File: src/rtl/fault_sup_pkg.sv
package fault_sup_pkg;
  function automatic int cnt_width(input int limit);
    return (limit < 2) ? 1 : $clog2(limit + 1);
  endfunction
endpackage

File: src/rtl/bfs_open_led_det.sv
module bfs_open_led_det
  import fault_sup_pkg::*;
#(
  parameter int OPEN_CYCLES = 8
) (
  input  logic clk,
  input  logic rst_n,
  input  logic cycle_start,
  input  logic seq_en,
  input  logic cond,
  output logic fault
);
  localparam int CNT_W = cnt_width(OPEN_CYCLES);
  localparam logic [CNT_W-1:0] LAST = CNT_W'(OPEN_CYCLES - 1);

  logic [CNT_W-1:0] cnt_q;
  logic             fault_q;

  always_ff @(posedge clk or negedge rst_n) begin
    if (!rst_n) begin
      cnt_q   <= '0;
      fault_q <= 1'b0;
    end else if (!seq_en) begin
      cnt_q   <= '0;
      fault_q <= 1'b0;
    end else if (cycle_start) begin
      if (!cond) begin
        cnt_q <= '0;
      end else if (cnt_q == LAST) begin
        fault_q <= 1'b1;
      end else begin
        cnt_q <= cnt_q + 1'b1;
      end
    end
  end

  assign fault = fault_q;

  // latched fault survives while the sequencer stays enabled
  a_r5_fault_sticky: assert property (@(posedge clk) disable iff (!rst_n)
    ($past(fault_q) && $past(seq_en)) |-> fault_q);

  // a strobe without the condition clears the count
  a_r4_count_clear: assert property (@(posedge clk) disable iff (!rst_n)
    $past(cycle_start && !cond) |-> (cnt_q == '0));

  // fault only rises on a qualifying strobe
  a_r3_rise_on_strobe: assert property (@(posedge clk) disable iff (!rst_n)
    $rose(fault_q) |-> $past(cycle_start && cond && seq_en));

  // count never passes the last step
  a_r3_count_bound: assert property (@(posedge clk) disable iff (!rst_n)
    cnt_q <= LAST);
endmodule

File: src/rtl/bfs_ocp_blank.sv
module bfs_ocp_blank (
  input  logic clk,
  input  logic rst_n,
  input  logic cycle_start,
  input  logic ocp_trip,
  output logic blank
);
  logic blank_q;

  always_ff @(posedge clk or negedge rst_n) begin
    if (!rst_n)           blank_q <= 1'b0;
    else if (cycle_start) blank_q <= 1'b0;
    else if (ocp_trip)    blank_q <= 1'b1;
  end

  assign blank = blank_q | ocp_trip;

  // a new cycle clears the stored blank
  a_r7_clear_on_start: assert property (@(posedge clk) disable iff (!rst_n)
    $past(cycle_start) |-> !blank_q);

  // stored blank holds until a cycle start
  a_r7_hold: assert property (@(posedge clk) disable iff (!rst_n)
    $past(blank_q && !cycle_start) |-> blank_q);
endmodule

File: src/rtl/boost_fault_supervisor.sv
module boost_fault_supervisor
  import fault_sup_pkg::*;
#(
  parameter int NUM_LED        = 2,
  parameter int NUM_OVP_LEVELS = 2,
  parameter int OPEN_CYCLES    = 8,
  parameter int SEL_W          = (NUM_OVP_LEVELS > 1) ? $clog2(NUM_OVP_LEVELS) : 1
) (
  input  logic                      clk,
  input  logic                      rst_n,
  input  logic                      cycle_start,
  input  logic                      seq_en,
  input  logic [NUM_OVP_LEVELS-1:0] ovp_flags,
  input  logic [SEL_W-1:0]          ovp_sel,
  input  logic [NUM_LED-1:0]        led_low,
  input  logic                      ocp_trip,
  input  logic                      uvlo,
  input  logic                      otp,
  output logic                      sw_off,
  output logic                      open_led_fault,
  output logic                      conv_en
);
  logic ovp_active;
  logic open_cond;
  logic fault;
  logic blank;

  always_comb begin
    ovp_active = 1'b0;
    for (int i = 0; i < NUM_OVP_LEVELS; i++) begin
      if (SEL_W'(i) == ovp_sel) ovp_active = ovp_flags[i];
    end
  end

  assign open_cond = seq_en & ovp_active & (|led_low);

  bfs_open_led_det #(.OPEN_CYCLES(OPEN_CYCLES)) u_open (
    .clk        (clk),
    .rst_n      (rst_n),
    .cycle_start(cycle_start),
    .seq_en     (seq_en),
    .cond       (open_cond),
    .fault      (fault)
  );

  bfs_ocp_blank u_ocp (
    .clk        (clk),
    .rst_n      (rst_n),
    .cycle_start(cycle_start),
    .ocp_trip   (ocp_trip),
    .blank      (blank)
  );

  assign conv_en        = seq_en & ~fault & ~uvlo & ~otp;
  assign sw_off         = blank | ~conv_en;
  assign open_led_fault = fault;

  // switch held off whenever the converter is disabled
  a_r8_off_when_disabled: assert property (@(posedge clk) disable iff (!rst_n)
    !conv_en |-> sw_off);

  // a latched fault always disables the converter
  a_r2_fault_blocks: assert property (@(posedge clk) disable iff (!rst_n)
    open_led_fault |-> !conv_en);

  // a trip forces the switch off in the same clock
  a_r7_trip_off: assert property (@(posedge clk) disable iff (!rst_n)
    ocp_trip |-> sw_off);
endmodule

File: config.mk
export PLATFORM = sky130hd
export DESIGN_NAME = boost_fault_supervisor
export DESIGN_NICKNAME = d
export VERILOG_FILES = /design/src/rtl/fault_sup_pkg.sv /design/src/rtl/bfs_open_led_det.sv /design/src/rtl/bfs_ocp_blank.sv /design/src/rtl/boost_fault_supervisor.sv
export SDC_FILE = /design/constraint.sdc
export NUM_CORES = 1
export LEC_CHECK = 0
export CAP_MARGIN = 20
export CORE_AREA = 2 2 39 41
export DETAILED_ROUTE_END_ITERATION = 8
export DIE_AREA = 0 0 41 43
export GPL_TIMING_DRIVEN = 0
export PLACE_DENSITY = 0.64
export SLEW_MARGIN = 20
export SYNTH_ARGS = -nofsm -noshare
export SYNTH_HDL_FRONTEND = slang
export SYNTH_HIERARCHICAL = 1
export SYNTH_SLANG_ARGS = --single-unit
File: constraint.sdc
create_clock -name clk -period 3.5 [get_ports clk]
set_input_delay 0.7 -clock clk [delete_from_list [all_inputs] [get_ports clk]]
set_output_delay 0.7 -clock clk [all_outputs]
set_load 0.02 [all_outputs]
* Word-level counts from Yosys, hierarchy flattened *
Index checks and enable logic that the tools add are counted.

cells by class
  mux-type cells = 11
  multiply operators = 0
  bitwise operators = 11
  order comparisons = 0
  reduce and logical (&&, ||, !) cells = 4
  div/mod/pow operators = 0
  $add $sub $neg = 1
  equal/unequal tests = 5
  shifts and indexed selects = 0

operators with widths
  kind                                                                    count
  4-bit 2-to-1 mux                                                        4
  1-bit 2-to-1 mux                                                        7
  1-bit bitwise AND                                                       5
  4-bit by 1-bit adder with 4-bit output (second input constant)          1
  4-bit by 3-bit equality test with 1-bit output (second input constant)  1
  2-bit by 1-bit != test with 1-bit output (second input constant)        2
  1-bit inverter                                                          4
  3-bit != test (second input constant)                                   1
  3-bit AND reduction                                                     1
  2-bit != test (second input constant)                                   1
  1-bit OR                                                                2
  2-bit AND reduction                                                     1
  2-bit nonzero test                                                      1
  2-bit OR reduction                                                      1

word-level totals
  memories kept = 0
  latch bits = 0
  bits in read-only memories = 0
  RAM bits = 0
  logic and storage cells = 35
  flip-flop bits (word level) = 6
  input port bits = 12
  output and inout bits = 3

* Logic depth before layout (Yosys ltp) *
  word-level depth = 6
  depth in mapped cells = 5

* Cells and area by module *
The synthesis kept the hierarchy.

by module, submodules not included
  module                  seq. area each (µm²)  area an instance (µm²)  cells an instance  instances
  bfs_open_led_det        125.1                 269.0                   26                 1
  boost_fault_supervisor  0.0                   48.8                    5                  1
  bfs_ocp_blank           25.0                  41.3                    3                  1

* Worst setup path after synthesis *
No wires, ideal clock.

  kind = input to output
  from = in otp
  to = out sw_off
  path slack = 1.465 ns
  data required time = 2.800 ns
  stages = 2
  arrival time = 1.335 ns
  path buffers = 0
  path through = nor4b_4 > nand2b_1

on the way
  longest elaborated chain between the ends = 4

ends and longest elaborated chain
  element            RTL line                      text
  start, declared    boost_fault_supervisor.sv:18  input logic otp,
  1-bit inverter     boost_fault_supervisor.sv:54  assign conv_en = seq_en & ~fault & ~uvlo & ~otp;
  1-bit bitwise AND  boost_fault_supervisor.sv:54
  1-bit inverter     boost_fault_supervisor.sv:55  assign sw_off = blank | ~conv_en;
  1-bit OR           boost_fault_supervisor.sv:55
  end, declared      boost_fault_supervisor.sv:19  output logic sw_off,

No other way between the ends.

* Worst setup path after layout *
  from = in seq_en
  to = out conv_en

on the way
  longest elaborated chain between the ends = 3

ends and longest elaborated chain
  element                          RTL line                      text
  start, declared                  boost_fault_supervisor.sv:12  input logic seq_en,
  1-bit bitwise AND (3 in series)  boost_fault_supervisor.sv:54
  end, declared                    boost_fault_supervisor.sv:21  output logic conv_en

No other way between the ends.

==> flow_summary.toml <==
[route]
drt_wl_total_microns = 739
ant_nets = 0
vias = 323
wl_per_cell_microns = 11.0
drtIter0Drc = 4
via_per_inst = 4.82
first_pass_iters = 2
drc = 0

[worst_setup_path]
crit_path_start_kind = "input pin"
worstPathRequired_ns = 2.80
rrSetupSlack_ns = 2.14
crit_path_end = "conv_en"
endpoint_kind = "output pin"
critPathKind = "in2out"
critPathMaxFanout = 10
r2r_cells = 4
reg2reg_from = "u_open/cnt_q[0]$_DFFE_PN0P_"
r2r-end = "u_open/cnt_q[3]$_DFFE_PN0P_"
arrival_ns = 2.28
critPathLaunch = "seq_en"

[yosys]
yosysWarnings = 6
ys_seq_elements = 6
yosysSeqAreaShare_pct = 41.8
synth_cells = 34
yosys.cell_types.count = 21
syn-cell-area_sq_um = 359
avgSynthCellArea_sq_um = 10.6
syn-num-nets = 47

[cts]
htreeDepth = 1
postCtsSetupBuffers = 0
clock_latency_ns = 0.24
cts_tree = "built"
cts-resized-gates = 0
clockRootBuffer = "clkbuf_4"
holdBufCountCts = 0
cts.sinks = 6
numCtsBuffers = 3
clock_path_buffers = 2
path_clk_slew_ns = 0.04

[power]
p_leak_nw = 0.245
power_density_nw_per_um2 = 293
ir_worst_vdd_mv = 0.103
power.total_mw = 0.159

[placed_design]
gp_congestion = 0.698
io_buffers = 14
dpl_cell_area_sq_um = 519

[grt]
grt_overflow_total = 0
grt_pass1_vias = 329
grt_pass1_wl_microns = 1210
antenna_found_initial = 0
grt_max_degree = 11
grtUsageTotal_pct = 10.8

[layout]
final_cell_mix = "clkdlybuf4s50_1, dfrtp_1"
multi_input_comb_area_sq_um = 205
synthToLayoutAreaGrowth_pct = 50.9
final_common_cell = "clkdlybuf4s50_1"
drive_gt1_share_pct = 17.6
num-fill-cells = 145
final_nets = 66
regArea_sq_um = 150
final_area_sq_um = 542
diodes = 0

[timing]
period_needed_ns = 2.98
fin_tns_setup_ns = 0
slew_headroom_pct = 78.1
hold_viol = 0
setup_viol = 0
finalCritPeriodShare_pct = 85.2
skew_ns = 0.00228
max_freq_ghz = 0.335
worst_slew_pin_slew_ns = 0.327
rsz0062_at_grt = "false"
slew_violations = 0

[floorplan]
io-pin-count = 15
core-area_sq_um = 1380
row_count = 14
die-area_sq_um = 1760
fp.dieW_microns = 41
start_util_pct = 25.9
die_y_microns = 43

[hold_path]
hold_class = "reg2reg"

[outcome]
status = "finished clean"

[flow_run]
maxCapViolations = 0
[power by group]
part,internal (mW),switching (mW),leakage (nW),total (mW)
Sequential,0.0710,0.000833,0.0821,0.0718
Combinational,0.0171,0.0105,0.149,0.0276
Clock,0.0385,0.0207,0.0138,0.0592
Total,0.127,0.0320,0.245,0.159
[cells in the mapped netlist (all sizes together)]
cell type	n	area, sq um
inv	1	3.75
a32oi	1	8.76
o41ai	1	8.76
a21oi	2	10.0
o21ba	1	10.0
dfrtp	6	150
nor3b	1	7.51
and3	1	7.51
o21ai	1	5.00
nand3	3	15.0
o21a	1	7.51
nor2	2	7.51
mux2i	3	30.0
ha	1	12.5
nand2	4	17.5
nand4b	1	15.0
nor4b	1	23.8
nand2b	1	6.26
or2	2	12.5
[cell families after synthesis]
group                      count (synthesis)  synth area share, %
AOI/OAI and AO/OA                          7                 13.9
adders and majority gates                  1                 3.48
muxes                                      3                 8.36
buffers and inverters                      1                 1.04
DFF                                        6                 41.8
and+or+nand+nor                           16                 31.4
[worst min-delay path by stage]
| stage | startpoint | endpoint | slack (ns) | cells past startpoint |
|---|---|---|---|---|
| 6_report | u_ocp/blank_q$_DFFE_PN0P_ | u_ocp/blank_q$_DFFE_PN0P_ | 0.50 | 1 |
| 5_1_grt | u_ocp/blank_q$_DFFE_PN0P_ | u_ocp/blank_q$_DFFE_PN0P_ | 0.52 | 1 |
| 4_1_cts | u_ocp/blank_q$_DFFE_PN0P_ | u_ocp/blank_q$_DFFE_PN0P_ | 0.50 | 1 |
| 3_5_place_dp | u_ocp/blank_q$_DFFE_PN0P_ | u_ocp/blank_q$_DFFE_PN0P_ | 0.49 | 1 |
| 3_3_place_gp | u_ocp/blank_q$_DFFE_PN0P_ | u_ocp/blank_q$_DFFE_PN0P_ | 0.48 | 1 |
| 2_1_floorplan | rst_n | u_ocp/blank_q$_DFFE_PN0P_ | 0.40 | 0 |
[registers in the layout, indices dropped and copies added, names as in the netlist]
signal         cells
u_ocp/blank_q      1
u_open/cnt_q       4
u_open/fault       1
[area by class of cell]
class	count	area share, %
clock buffer	3	4.16
multi-input combinational	27	37.9
tap	16	3.70
timing repair buffer	14	25.9
inverter	1	0.693
sequential	6	27.7
[per-layer routing]
metal  up-vias  GRT usage, %  part of all wire [%]
li1        161             -                     -
met1       154          11.7                    40
met2         6          15.6                    52
met3         2          1.57                   6.2
met4         0          12.0                   1.2
met5         -             0                     0
[stage by stage]
stage	setup slack, ns	hold slack (ns)	util [%]	cells
after floorplan	1.46	0.404	-	34
after global placement	0.530	0.482	37.5	64
after detailed placement	0.509	0.493	37.5	64
after CTS	0.507	0.503	39.2	67
after global routing	0.452	0.520	39.2	67
final	0.518	0.498	39.2	67
[critical path: stages]
cell,delay (ns)
clkdlybuf4s50_1,0.65
nor4b_4,0.28
clkdlybuf4s50_1,0.65
No activity file was read; power rests on OpenSTA's default activity.
